<file path="config.mk">
export PLATFORM = sky130hd
export DESIGN_NAME = cbr_refresh_ctrl
export DESIGN_NICKNAME = d
export VERILOG_FILES = /design/src/rtl/cbr_refresh_pkg.sv /design/src/rtl/cbr_interval_timer.sv /design/src/rtl/cbr_backlog.sv /design/src/rtl/cbr_strobe_seq.sv /design/src/rtl/cbr_refresh_ctrl.sv
export SDC_FILE = /design/constraint.sdc
export NUM_CORES = 1
export LEC_CHECK = 0
export ABC_AREA = 1
export BUFFER_PORTS_ARGS = -buffer_cell sky130_fd_sc_hd__buf_2
export CORE_ASPECT_RATIO = 1.5
export CORE_MARGIN = 4
export CORE_UTILIZATION = 25
export DETAILED_ROUTE_END_ITERATION = 7
export GPL_ROUTABILITY_DRIVEN = 1
export SLEW_MARGIN = 5
export SYNTH_ARGS = -nofsm -noshare
export SYNTH_HDL_FRONTEND = slang
export SYNTH_SLANG_ARGS = --single-unit
</file>
<file path="constraint.sdc">
create_clock -name clk -period 2 [get_ports clk]
set_input_delay 0.2 -clock clk [delete_from_list [all_inputs] [get_ports clk]]
set_output_delay 0.2 -clock clk [all_outputs]
set_load 0.1 [all_outputs]
</file>
<file path="src/rtl/cbr_refresh_pkg.sv">
package cbr_refresh_pkg;

    typedef enum logic [2:0] {
        PH_POWERUP,
        PH_IDLE,
        PH_CAS_LEAD,
        PH_RAS_CAS,
        PH_RAS_ONLY,
        PH_PRECHARGE
    } ref_phase_e;

    typedef struct packed {
        logic ras_n;
        logic cas_n;
    } strobe_t;

    function automatic int unsigned max_of4(int unsigned a, int unsigned b,
                                            int unsigned c, int unsigned d);
        int unsigned m;
        m = a;
        if (b > m) m = b;
        if (c > m) m = c;
        if (d > m) m = d;
        return m;
    endfunction

    function automatic strobe_t phase_strobes(ref_phase_e p);
        strobe_t s;
        s = '{ras_n: 1'b1, cas_n: 1'b1};
        unique case (p)
            PH_CAS_LEAD:  s = '{ras_n: 1'b1, cas_n: 1'b0};
            PH_RAS_CAS:   s = '{ras_n: 1'b0, cas_n: 1'b0};
            PH_RAS_ONLY:  s = '{ras_n: 1'b0, cas_n: 1'b1};
            default:      s = '{ras_n: 1'b1, cas_n: 1'b1};
        endcase
        return s;
    endfunction

endpackage

</file>
<file path="src/rtl/cbr_interval_timer.sv">
module cbr_interval_timer #(
    parameter int unsigned INTERVAL_CYC = 1560
) (
    input  logic clk,
    input  logic rst,
    input  logic run_i,
    output logic tick_o
);
    localparam int unsigned CW = (INTERVAL_CYC > 1) ? $clog2(INTERVAL_CYC) : 1;
    localparam logic [CW-1:0] RELOAD = CW'(INTERVAL_CYC - 1);

    logic [CW-1:0] cnt_q;

    always_ff @(posedge clk) begin
        if (rst || !run_i) begin
            cnt_q <= RELOAD;
        end else if (cnt_q == '0) begin
            cnt_q <= RELOAD;
        end else begin
            cnt_q <= cnt_q - 1'b1;
        end
    end

    assign tick_o = run_i && (cnt_q == '0);

    // credits are spaced, never two in adjacent cycles
    a_r6_tick_spacing: assert property (@(posedge clk) disable iff (rst)
        (tick_o && INTERVAL_CYC > 1) |=> !tick_o);

endmodule

</file>
<file path="src/rtl/cbr_backlog.sv">
module cbr_backlog #(
    parameter int unsigned MAX_PENDING = 8
) (
    input  logic clk,
    input  logic rst,
    input  logic tick_i,
    input  logic take_i,
    output logic avail_o
);
    localparam int unsigned PW = $clog2(MAX_PENDING + 1);
    localparam logic [PW-1:0] FULL = PW'(MAX_PENDING);

    logic [PW-1:0] pend_q, pend_d;

    always_comb begin
        pend_d = pend_q;
        unique case ({tick_i, take_i})
            2'b10:   if (pend_q != FULL) pend_d = pend_q + 1'b1;
            2'b01:   pend_d = pend_q - 1'b1;
            default: pend_d = pend_q;
        endcase
    end

    always_ff @(posedge clk) begin
        if (rst) pend_q <= '0;
        else     pend_q <= pend_d;
    end

    assign avail_o = (pend_q != '0);

    // backlog never exceeds its ceiling
    a_r8_no_overflow: assert property (@(posedge clk) disable iff (rst)
        pend_q <= FULL);

    // a credit is only consumed when one is held
    a_r8_take_needs_credit: assert property (@(posedge clk) disable iff (rst)
        take_i |-> (pend_q != '0));

    // coincident credit and take leave the backlog unchanged
    a_r9_tick_take_balance: assert property (@(posedge clk) disable iff (rst)
        (tick_i && take_i) |=> (pend_q == $past(pend_q)));

endmodule

</file>
<file path="src/rtl/cbr_strobe_seq.sv">
module cbr_strobe_seq
    import cbr_refresh_pkg::*;
#(
    parameter int unsigned PWR_WAIT_CYC   = 20000,
    parameter int unsigned INIT_REFRESHES = 8,
    parameter int unsigned CSR_CYC        = 1,
    parameter int unsigned CHR_CYC        = 1,
    parameter int unsigned RAS_CYC        = 6,
    parameter int unsigned RP_CYC         = 5
) (
    input  logic clk,
    input  logic rst,
    input  logic start_i,
    output logic ras_n_o,
    output logic cas_n_o,
    output logic own_o,
    output logic idle_o,
    output logic ready_o
);
    localparam int unsigned PH_W   = $clog2(max_of4(CSR_CYC, RAS_CYC, RP_CYC, 1) + 1);
    localparam int unsigned WAIT_W = $clog2(PWR_WAIT_CYC + 1);
    localparam int unsigned INIT_W = $clog2(INIT_REFRESHES + 1);
    localparam logic [INIT_W-1:0] INIT_LAST = INIT_W'(INIT_REFRESHES - 1);

    function automatic logic [PH_W-1:0] phase_load(ref_phase_e p);
        int unsigned n;
        unique case (p)
            PH_CAS_LEAD:  n = CSR_CYC;
            PH_RAS_CAS:   n = CHR_CYC;
            PH_RAS_ONLY:  n = RAS_CYC - CHR_CYC;
            PH_PRECHARGE: n = RP_CYC;
            default:      n = 1;
        endcase
        return PH_W'(n - 1);
    endfunction

    ref_phase_e        phase_q, phase_d;
    logic [PH_W-1:0]   ph_cnt_q, ph_cnt_d;
    logic [WAIT_W-1:0] wait_q;
    logic [INIT_W-1:0] init_q;
    logic              ready_q;
    logic              ph_done, cycle_end, last_init;
    strobe_t           strobe_q, strobe_d;

    assign ph_done   = (ph_cnt_q == '0);
    assign cycle_end = (phase_q == PH_PRECHARGE) && ph_done;
    assign last_init = (init_q == INIT_LAST);

    always_comb begin
        phase_d  = phase_q;
        ph_cnt_d = (ph_cnt_q != '0) ? ph_cnt_q - 1'b1 : '0;
        unique case (phase_q)
            PH_POWERUP:   if (wait_q == '0) phase_d = PH_CAS_LEAD;
            PH_IDLE:      if (start_i)      phase_d = PH_CAS_LEAD;
            PH_CAS_LEAD:  if (ph_done)      phase_d = PH_RAS_CAS;
            PH_RAS_CAS:   if (ph_done)      phase_d = PH_RAS_ONLY;
            PH_RAS_ONLY:  if (ph_done)      phase_d = PH_PRECHARGE;
            PH_PRECHARGE: if (ph_done)
                              phase_d = (!ready_q && !last_init) ? PH_CAS_LEAD : PH_IDLE;
            default:      phase_d = PH_IDLE;
        endcase
        if (phase_d != phase_q) ph_cnt_d = phase_load(phase_d);
        strobe_d = phase_strobes(phase_d);
    end

    always_ff @(posedge clk) begin
        if (rst) begin
            phase_q  <= PH_POWERUP;
            ph_cnt_q <= '0;
            wait_q   <= WAIT_W'(PWR_WAIT_CYC - 1);
            init_q   <= '0;
            ready_q  <= 1'b0;
            strobe_q <= '{ras_n: 1'b1, cas_n: 1'b1};
        end else begin
            phase_q  <= phase_d;
            ph_cnt_q <= ph_cnt_d;
            strobe_q <= strobe_d;
            if (phase_q == PH_POWERUP && wait_q != '0) wait_q <= wait_q - 1'b1;
            if (cycle_end && !ready_q) begin
                if (last_init) ready_q <= 1'b1;
                else           init_q  <= init_q + 1'b1;
            end
        end
    end

    assign ras_n_o = strobe_q.ras_n;
    assign cas_n_o = strobe_q.cas_n;
    assign own_o   = (phase_q != PH_IDLE);
    assign idle_o  = (phase_q == PH_IDLE);
    assign ready_o = ready_q;

    // Row-strobe low-run counter used by the width check below
    logic [PH_W-1:0] ras_run_q;
    always_ff @(posedge clk) begin
        if (rst || ras_n_o) ras_run_q <= '0;
        else                ras_run_q <= ras_run_q + 1'b1;
    end

    // both strobes inactive during the power-up pause
    a_r1_quiet_powerup: assert property (@(posedge clk) disable iff (rst)
        (phase_q == PH_POWERUP) |-> (ras_n_o && cas_n_o));

    // ready is sticky
    a_r2_ready_sticky: assert property (@(posedge clk) disable iff (rst)
        ready_o |=> ready_o);

    // column strobe already low in the cycle before the row strobe falls
    a_r3_cas_leads_ras: assert property (@(posedge clk) disable iff (rst)
        $fell(ras_n_o) |-> $past(!cas_n_o));

    // column strobe releases while the row strobe is still low
    a_r3_cas_hold: assert property (@(posedge clk) disable iff (rst)
        $rose(cas_n_o) |-> !ras_n_o);

    // row-strobe pulse width
    a_r4_ras_width: assert property (@(posedge clk) disable iff (rst)
        $rose(ras_n_o) |-> (ras_run_q == PH_W'(RAS_CYC)));

endmodule

</file>
<file path="src/rtl/cbr_refresh_ctrl.sv">
module cbr_refresh_ctrl #(
    parameter int unsigned PWR_WAIT_CYC   = 20000,
    parameter int unsigned INIT_REFRESHES = 8,
    parameter int unsigned INTERVAL_CYC   = 1560,
    parameter int unsigned MAX_PENDING    = 8,
    parameter int unsigned CSR_CYC        = 1,
    parameter int unsigned CHR_CYC        = 1,
    parameter int unsigned RAS_CYC        = 6,
    parameter int unsigned RP_CYC         = 5,
    parameter int unsigned BYTE_LANES     = 2
) (
    input  logic                  clk,
    input  logic                  rst,
    input  logic                  ref_gnt_i,
    output logic                  ref_req_o,
    output logic                  mem_ready_o,
    output logic                  bus_own_o,
    output logic                  ras_n_o,
    output logic [BYTE_LANES-1:0] cas_n_o,
    output logic                  we_n_o
);
    logic tick, credit, take, idle, cas_n, ready;

    assign ref_req_o   = credit && idle && ready;
    assign take        = ref_req_o && ref_gnt_i;
    assign mem_ready_o = ready;
    assign we_n_o      = 1'b1;

    cbr_interval_timer #(.INTERVAL_CYC(INTERVAL_CYC)) u_timer (
        .clk    (clk),
        .rst    (rst),
        .run_i  (ready),
        .tick_o (tick)
    );

    cbr_backlog #(.MAX_PENDING(MAX_PENDING)) u_backlog (
        .clk     (clk),
        .rst     (rst),
        .tick_i  (tick),
        .take_i  (take),
        .avail_o (credit)
    );

    cbr_strobe_seq #(
        .PWR_WAIT_CYC   (PWR_WAIT_CYC),
        .INIT_REFRESHES (INIT_REFRESHES),
        .CSR_CYC        (CSR_CYC),
        .CHR_CYC        (CHR_CYC),
        .RAS_CYC        (RAS_CYC),
        .RP_CYC         (RP_CYC)
    ) u_seq (
        .clk     (clk),
        .rst     (rst),
        .start_i (take),
        .ras_n_o (ras_n_o),
        .cas_n_o (cas_n),
        .own_o   (bus_own_o),
        .idle_o  (idle),
        .ready_o (ready)
    );

    for (genvar g = 0; g < BYTE_LANES; g++) begin : g_lane
        assign cas_n_o[g] = cas_n;
    end

    // no request before the power-up burst completes
    a_r2_no_req_before_ready: assert property (@(posedge clk) disable iff (rst)
        !mem_ready_o |-> !ref_req_o);

    // request and bus ownership are exclusive
    a_r7_req_not_busy: assert property (@(posedge clk) disable iff (rst)
        ref_req_o |-> !bus_own_o);

    // in normal mode a column-strobe fall follows an accepted grant
    a_r7_grant_starts: assert property (@(posedge clk) disable iff (rst)
        ($fell(bus_own_o) == 1'b0 && mem_ready_o && $past(mem_ready_o) &&
         $rose(bus_own_o)) |-> $past(ref_gnt_i && ref_req_o));

endmodule

</file>
Word-level counts from Yosys, hierarchy flattened:

Index checks and enable logic that the tools add are counted.

* word-level logic and storage cells: 72
* register bits after elaboration: 43
* output and inout port bits: 7
* input port bits: 3

* eq/ne operators: 16
* muxes and demuxes: 15
* reductions and logical operators: 24
* add/subtract/negate cells: 7
* bitwise operators: 1

Operator list (count)
* $mux W3: 10
* $pmux W3 S6: 1
* $logic_not A15 Y1: 1
* $reduce_bool A15 Y1: 1
* $sub A15 B1 Y15 const B: 1
* $eq A3 B2 Y1 const B: 4
* $eq A3 B3 Y1 const B: 4
* $logic_not A11 Y1: 1
* $sub A11 B1 Y11 const B: 1
* $add A4 B1 Y4 const B: 2
* $logic_and A1 B1 Y1: 8
* $pmux W4 S2: 1
* $logic_not A3 Y1: 2
* $pmux W2 S3: 1
* $reduce_and A2 Y1: 3
* $sub A3 B1 Y3 const B: 2
* $eq A4 B3 Y1 const B: 1
* $mux W4: 1
* $ne A4 B4 Y1 const B: 1
* $reduce_bool A4 Y1: 1
* $reduce_or A2 Y1: 2
* $sub A4 B1 Y4 const B: 1
* $eq A3 B1 Y1 const B: 1
* $ne A3 B1 Y1 const B: 1
* other kinds (10): 11

Depth between registers and ports, before layout:

Gate-level depths: netlist (run 1).

* depth after elaboration: 12
* depth in mapped cells: 17
* gate-level depth less buffers: 17

Cells and area by module:

A second synthesis (run 1) with hierarchy kept.

* cells, all modules: 370
* area total of the unflattened synthesis: 2546.2 sq um

Modules (own cells, without submodules)
* cbr_strobe_seq: area an instance 1596.5 sq um, cells an instance 229, times used 1, seq. area each 560.5 sq um
* cbr_interval_timer: area an instance 588.1 sq um, cells an instance 80, times used 1, seq. area each 220.2 sq um
* cbr_backlog: area an instance 311.5 sq um, cells an instance 53, times used 1, seq. area each 80.1 sq um
* cbr_refresh_ctrl: area an instance 50.0 sq um, cells an instance 8, times used 1, seq. area each 0.0 sq um

Least setup slack after synthesis (run 1):

No wires, ideal clock.

* kind: reg-to-reg
* start: register u_seq.ready_q (netlist: u_seq.ready_o)
* end: register u_backlog.pend_q[3]
* setup slack: -609 ps
* clock period less this slack: 2609 ps
* path buffers: 0
* cell stages (with the launch flop): 15
* required time: 1885 ps
* library setup time: 115 ps
* arrival: 2494 ps
* cell sequence: dfxtp_1 -> nand4_4 -> inv_2 -> nand2_2 -> inv_1 -> ha_1 -> nand2_1 -> nor2_1 -> a211oi_1 -> nand3b_1 -> nand2_1 -> inv_2 -> nand3_1 -> nand2_1 -> nor2_1

* longest elaborated chain between the ends: 5

RTL lines
* start, declared: line cbr_strobe_seq.sv:41 `logic ready_q;`
* start signal, assigned: line cbr_strobe_seq.sv:72 `ready_q <= 1'b0;`
* start signal, assigned: line cbr_strobe_seq.sv:80 `if (last_init) ready_q <= 1'b1;`
* $logic_and A1 B1 Y1: line cbr_refresh_ctrl.sv:24 `assign ref_req_o = credit && idle && ready;`
* $logic_and A1 B1 Y1: line cbr_refresh_ctrl.sv:25 `assign take = ref_req_o && ref_gnt_i;`
* $eq A2 B2 Y1 or $eq A2 B1 Y1 (tied branches): line cbr_backlog.sv:17 `unique case ({tick_i, take_i})`
* $ne A2 B1 Y1 (no source line) or $reduce_bool A2 Y1 (tied branches)
* $reduce_and A2 Y1 (no source line)
* end signal, assigned: line cbr_backlog.sv:26 `else pend_q <= pend_d;`
* end, declared: line cbr_backlog.sv:13 `logic [PW-1:0] pend_q, pend_d;`

Several ways; a longest one is shown, not always the timed one.
A chain may end at the register's enable or synchronous reset.

Final worst setup path (run 1):

* start: register u_timer.cnt_q[0]
* end: register u_backlog.pend_q[3]

* longest elaborated chain between the ends: 5

RTL lines
* start, declared: line cbr_interval_timer.sv:12 `logic [CW-1:0] cnt_q;`
* start signal, assigned: line cbr_interval_timer.sv:20 `cnt_q <= cnt_q - 1'b1;`
* $logic_not A11 Y1 *: line cbr_interval_timer.sv:24 `assign tick_o = run_i && (cnt_q == '0);`
* $logic_and A1 B1 Y1 *: line cbr_interval_timer.sv:24
* $eq A2 B2 Y1 or $eq A2 B1 Y1 (tied branches): line cbr_backlog.sv:17
* $ne A2 B1 Y1 (no source line) or $reduce_bool A2 Y1 (tied branches)
* $reduce_and A2 Y1 (no source line)

Every way passes the cells marked *; elsewhere a longest branch is shown, timed or not.

==> results by group, run 1 <==
Layout
  • Most common cell after layout, fill and taps aside: nand2_1
  • Fin util: ~33%
  • Fin cells: around 460
  • Synth-to-layout area growth: 27.7%
  • Antenna diode instance count: 0
  • Most frequent cells in the layout: nand2_1 (61), nor2_1 (45), dfxtp_1 (37)
  • Final #Nets: between 300 and 400
  • Share of layout cells above drive strength 1: between 20% and 30%

Min path
  • Worst min-delay path class: in -> reg
  • Cell depth of the worst hold path: 3

Placed design
  • DP Worst Slack: -0.157 ns
  • DP Cell Count: ~450
  • Routability cong.: roughly 0.8
  • Dpl hpwl: about 3.5 mm
  • Port Buf Inserts: 8

Synthesis
  • Yosys top cell by area: dfxtp_1
  • Post-synth top area share: 37.8%
  • Mapped Area: approximately 2300 um2
  • Sequential cell area fraction in the yosys report: 37.8%
  • Synth cell types: 38
  • Post-synth top flop: dfxtp_1
  • Async S/R FF share, synth: 0%
  • EDFF count, synth: 0
  • Syn nets: 330
  • Syn. warnings: 0
  • Top post-synthesis cells by area: dfxtp_1 (38%), nand2_1 (11%), nor2_1 (8.2%)
  • Cells after Synth: approximately 320
  • Seq cells post-synth: 43
  • Mean cell area of the mapped netlist: ~7 um2

Floorplanning
  • Die Y: around 120 um
  • # rows: 42
  • Core Area: a little under 9000 um2
  • I/O Pins: 10
  • Initial Utilization: about 26%
  • Total die area: approximately 11000 um2
  • Die Width: around 86 um

Timing
  • Final hold vios: 0
  • Slew Viols, Final: 0
  • Final cycle utilization of the critical path: 101%
  • RSZ-0062 raised after global routing: yes
  • Slew Limit Headroom: just under 60%
  • Worst slew pin tran: a little over 0.6 ns
  • Min Tclk post-route: roughly 2 ns
  • TNS Setup: -0.0294 ns
  • Setup violators final: 1
  • Fmax: 0.493 GHz
  • WHS: 0.337 ns
  • Layout Skew: roughly 0.0079 ns
  • Worst setup margin: -0.0294 ns

Clocking
  • Htree depth: 2
  • Clock sink count: 43
  • Num CTS Buffers: 5
  • CTS root buf: clkbuf_16
  • Clk Latency, worst-skew pair: 0.29 ns
  • Clock slew at reported path FFs: around 0.06 ns
  • Worst-case clock buffer depth: 2
  • Hold buffers post-CTS: 0
  • CTS tree: built

GRT
  • Initial antenna violation count: 0
  • GR Overflow Total: 0
  • First-pass GRT wire length: roughly 8.6 mm
  • Met2 usage: a little under a fifth
  • Vias in the first global route: 2067
  • Largest net degree at the start of global routing: 19
  • Total Routing Usage GR: under 10%
  • M1 GR Usage: 9.68%
  • Gr busiest metal: met2
  • Met3 GRT Util: roughly 1.9%

Status
  • Status: finished, violations left
  • Failing checks: negative setup slack

Pwr
  • Worst vdd rail ir drop: 509 uV
  • Pwr dens: about 710 nW/um2
  • Leakage: 1.26 nW

Route
  • DRC viols: 0
  • Post-route ant nets: 0
  • Vias: 2053
  • 1st-iter DRT viols: between 90 and 100
  • Wire length per cell: approximately 10 um
  • Pre-antenna DRT Iters: 4
  • Routed vias/inst: around 4.4
  • DRT Wirelength: 4.83 mm

Worst setup path
  • Setup CP Type: reg -> reg
  • FF-to-FF path depth: 17
  • Maximum fanout along the worst path: 3
  • CP arrival: ~2.2 ns
  • R2r setup slk: -0.03 ns
  • Critical path startpoint category: flip-flop
  • Critical Path RT: between 2 and 2.5 ns
  • Crit. End Element: flip-flop

Run
  • Maxcap violations: 0
## routing by layer
metal | wire length [um] | share of wire, %
met1 | 1950 | 40
met2 | 2670 | 55
met3 | 110 | 2.3
met4 | 101 | 2.1
met5 | 0 | 0
## final cells by class
type	instances	area (um2)
multi-input combinational	226	1330
timing repair buffer	33	231
tap	110	138
sequential	43	868
clock inverter	2	35.0
inverter	44	175
clock buffer	6	139
fill	946	5970
## sequential cells by signal, indices dropped and copies added, names as in the netlist, 3 cells and up
register / flops
u_timer.cnt_q: 11
u_seq.phase_q: 3
u_seq.ph_cnt_q: 3
u_seq.wait_q: 15
u_seq.init_q: 4
u_backlog.pend_q: 4
## through the flow
step           power (mW)  instance area [um2]
6_report             2.07                 2910
5_1_grt              2.16                 2910
4_1_cts              2.11                 2870
3_5_place_dp         1.14                 2630
3_3_place_gp         1.13                 2630
2_1_floorplan        1.09                 2330
## logic make-up (layout without fill, tap and decap cells)
| logic type | after synthesis | after routing | share of synthesized area, % |
|---|---|---|---|
| AND/OR/NAND/NOR | 162 | 162 | 33.3 |
| buffers and inverters | 49 | 85 | 8.73 |
| AO/OA/AOI/OAI | 47 | 47 | 12.1 |
| flip-flops | 43 | 43 | 37.8 |
| adder cells (fa/ha/maj) | 9 | 9 | 5.27 |
| XOR/XNOR | 7 | 7 | 2.69 |
| other | 1 | 1 | 0.164 |
## synth_stat cells, types with 2 or more instances
library cell	instances
a211oi_1	3
a21o_1	2
a21oi_1	18
a31oi_1	3
buf_4	3
clkbuf_1	2
dfxtp_1	43
ha_1	8
inv_1	34
inv_2	8
nand2_1	65
nand2_2	4
nand3_1	18
nand3_2	3
nand3b_1	3
nand4_1	5
nor2_1	50
nor2_2	4
nor3_2	3
o21ai_0	4
o21ai_1	12
or2_1	2
xor2_1	6
## where the power goes
group	switching, mW	internal, mW	leakage [nW]
Combinational	0.134	0.0755	0.829
Sequential	0.0149	0.891	0.349
Clock	0.335	0.621	0.0868
## path summary, 6_finish.rpt
path / start / endpoint
setup / recovery: u_timer.cnt_q[0] / u_backlog.pend_q[3]
hold / removal: rst / u_seq.wait_q[13]
setup reg to reg: u_timer.cnt_q[0] / u_backlog.pend_q[3]
hold reg to reg: u_seq.ph_cnt_q[0] / u_seq.ph_cnt_q[0]
## worst max-delay path: stages, from the launching register on
cell and delay [ns]:
dfxtp_2 0.32, inv_2 0.07, ha_4 0.14, nand3_4 0.07, nor3_4 0.14, nand2_2 0.10, nand2_4 0.09, inv_4 0.05
ha_4 0.22, nand2_2 0.06, nor2_2 0.03, a211oi_2 0.17, nand3b_1 0.13, nand2_1 0.06, inv_2 0.07, nand3_2 0.08
nand2_2 0.08, nor2_2 0.04
## repair_timing
action,CTS,global route
gates resized for setup,14,9
cloned,0,0
pin swaps,7,10
endpoints found under the setup margin,1,3
buffers inserted,3,3
hold endpoints to repair,0,0
(Power assumes the default switching activity.)
==> inputs of run 2 (changes only) <==
--- a/config.mk
+++ b/config.mk
@@ -14,2 +14,3 @@
 export GPL_ROUTABILITY_DRIVEN = 1
+export PLACE_DENSITY = 0.38
 export SLEW_MARGIN = 5
--- a/constraint.sdc
+++ b/constraint.sdc
@@ -3,2 +3,2 @@
 set_output_delay 0.2 -clock clk [all_outputs]
-set_load 0.1 [all_outputs]
+set_load 0.005 [all_outputs]
==> run 2 against run 1 <==
The run now ends clean. Via count decreased by 0.39%. First-iteration DRC count decreased by 25%. Setup slack improved by 0.058 ns. Critical path depth decreased by 1. Clock skew decreased by 0.0042 ns. Clock-buffer cell count unchanged. Sequential share of layout area increased by 0.14 points. Cell count increased by 1.1%. Global-route usage increased by 0.83 points. Utilization decreased by 0.34 points. Fmax increased by 3.0%. Critical path type unchanged.
==> results by group, run 2 (same netlist as run 1, synthesis figures left out) <==
Floorplanning
  • # rows: 42 (unchanged)
  • Core Area: 8880 um2 (unchanged)
  • Die Width: 86.0 um (unchanged)
  • Die Y: 125 um (unchanged)
  • Total die area: 10700 um2 (unchanged)
  • I/O Pins: 10 (unchanged)
  • Initial Utilization: 25.7% (unchanged)

Layout
  • Share of layout cells above drive strength 1: 24.5% (-2.3 points)
  • Number of flip-flops under the largest register name: 15 (unchanged)
  • Fin area: 2880 um2 (-1.0%)
  • Final #Nets: 371 (+1.6%)
  • Synth-to-layout area growth: 26.4%
  • Most common cell after layout, fill and taps aside: nand2_1
  • Most frequent cells in the layout: nand2_1 (64), nor2_1 (49), dfxtp_1 (41)
  • Antenna diode instance count: 0 (unchanged)
  • Most flops, register: u_seq.wait_q
  • Largest registers: u_seq.wait_q: 15 flops, u_timer.cnt_q: 11 flops

Worst setup path
  • Critical Path RT: 2.18 ns (about the same)
  • CP arrival: 2.15 ns (-0.06 ns)
  • Critical path startpoint category: flip-flop
  • Crit. End Element: flip-flop
  • Maximum fanout along the worst path: 3 (unchanged)
  • Setup CP Type: reg -> reg

Timing
  • Layout Skew: 0.00372 ns (-0.00420 ns)
  • Fmax: 0.507 GHz (+3.0%)
  • Setup violators final: 0 (-1)
  • RSZ-0062 raised after global routing: yes
  • Final hold vios: 0 (unchanged)
  • Final cycle utilization of the critical path: 98.6% (-2.9 points)
  • Min Tclk post-route: 1.97 ns (-0.0582 ns)
  • Slew Viols, Final: 0 (unchanged)
  • TNS Setup: 0 ns (+0.0294 ns)

Min path
  • Worst min-delay path class: in -> reg

GRT
  • Total Routing Usage GR: 10.5% (+0.83 points)
  • Initial antenna violation count: 0 (unchanged)
  • First-pass GRT wire length: 9.01 mm (+5.0%)
  • Vias in the first global route: 2090 (+1.1%)
  • Largest net degree at the start of global routing: 15 (-4)
  • GR Overflow Total: 0 (unchanged)

Clocking
  • Htree depth: 2 (unchanged)
  • CTS tree: built
  • Clock sink count: 43 (unchanged)
  • CTS root buf: clkbuf_16
  • Clock slew at reported path FFs: 0.06 ns (about the same)
  • Clk Latency, worst-skew pair: 0.29 ns (about the same)
  • Worst-case clock buffer depth: 2 (unchanged)
  • Num CTS Buffers: 5 (unchanged)

Run
  • Maxcap violations: 0 (unchanged)

Placed design
  • Port Buf Inserts: 8 (unchanged)
  • Routability cong.: 0.744 (-4.3%)
  • DP Area: 2700 um2 (+2.7%)
  • Dpl hpwl: 3.92 mm (+11%)

Route
  • Wire length per cell: 10.6 um (+1.9%)
  • DRC viols: 0 (unchanged)
  • 1st-iter DRT viols: 70 (-25%)
  • Pre-antenna DRT Iters: 6 (+2)
  • DRT Wirelength: 4.98 mm (+3.0%)
  • Post-route ant nets: 0 (unchanged)
  • Vias: 2045 (-0.39%)
  • Routed vias/inst: 4.36 (-1.5%)

Pwr
  • Leakage: 1.28 nW (+1.1%)
  • Design Power: 1.94 mW (-6.5%)
  • Worst vdd rail ir drop: 381 uV (-25%)
  • Pwr dens: 672 nW/um2 (-5.5%)

Status
  • Status: finished clean
## run 2: critical path: stages, from the launching register on
cell	delay, ns
dfxtp_2	0.32
inv_2	0.07
ha_4	0.13
nand3_2	0.09
nor3_4	0.14
nand2_2	0.10
nand2_4	0.08
inv_4	0.04
ha_4	0.27
nand2_1	0.05
nor2_1	0.12
a211oi_2	0.05
nand3b_1	0.15
nand2_1	0.07
inv_2	0.04
a21oi_2	0.10
nor2_1	0.05
## run 2: report_power, final
part	internal (mW)	leakage, nW	switching, mW
logic	0.0804	0.858	0.128
registers	0.891	0.347	0.0144
clock network	0.488	0.0727	0.334
total	1.46	1.28	0.476
## run 2: repair_timing
action / in CTS / in global routing
setup endpoints to repair: 1 / 3
hold buffers: 0 / 0
pin swaps: 5 / 0
gates cloned: 0 / 0
gates resized for setup: 5 / 1
buffers inserted: 3 / 0
## run 2: worst paths after layout
path | to | depth (start not counted) | from | slack (ns)
worst max register to register | u_backlog.pend_q[3] | 16 | u_timer.cnt_q[1] | 0.03
worst min register to register | u_seq.ph_cnt_q[0] | 1 | u_seq.ph_cnt_q[0] | 0.42
worst max-delay path | u_backlog.pend_q[3] | 16 | u_timer.cnt_q[1] | 0.03
worst min-delay path | u_seq.wait_q[13] | 3 | rst | 0.32
## run 2: area by class of cell
class                      instances  area (um2)
inverter                          44         171
fill                            1018        6000
clock buffer                       6         139
sequential                        43         863
timing repair buffer              39         273
clock inverter                     1        5.00
tap                              110         138
multi-input combinational        226        1290
## run 2: per-stage QoR
stage	setup slack (ns)	hold slack [ns]	instances	util [%]
final	0.0288	0.318	469	32.4
after global routing	-0.167	0.355	469	32.4
after CTS	0.00295	0.320	469	32.4
after detailed placement	-0.126	0.413	459	30.3
after global placement	-0.0660	0.402	459	30.3
after floorplan	-0.0921	0.318	318	-
## run 2: metal layers
metal / vias up / track usage [%] / part of all wire (%)
met2: 19 / 18.9 / 54
met5: - / 0 / 0
met4: 0 / 5.03 / 2.2
met1: 917 / 11.3 / 41
li1: 1101 / - / -
met3: 8 / 2.37 / 2.8
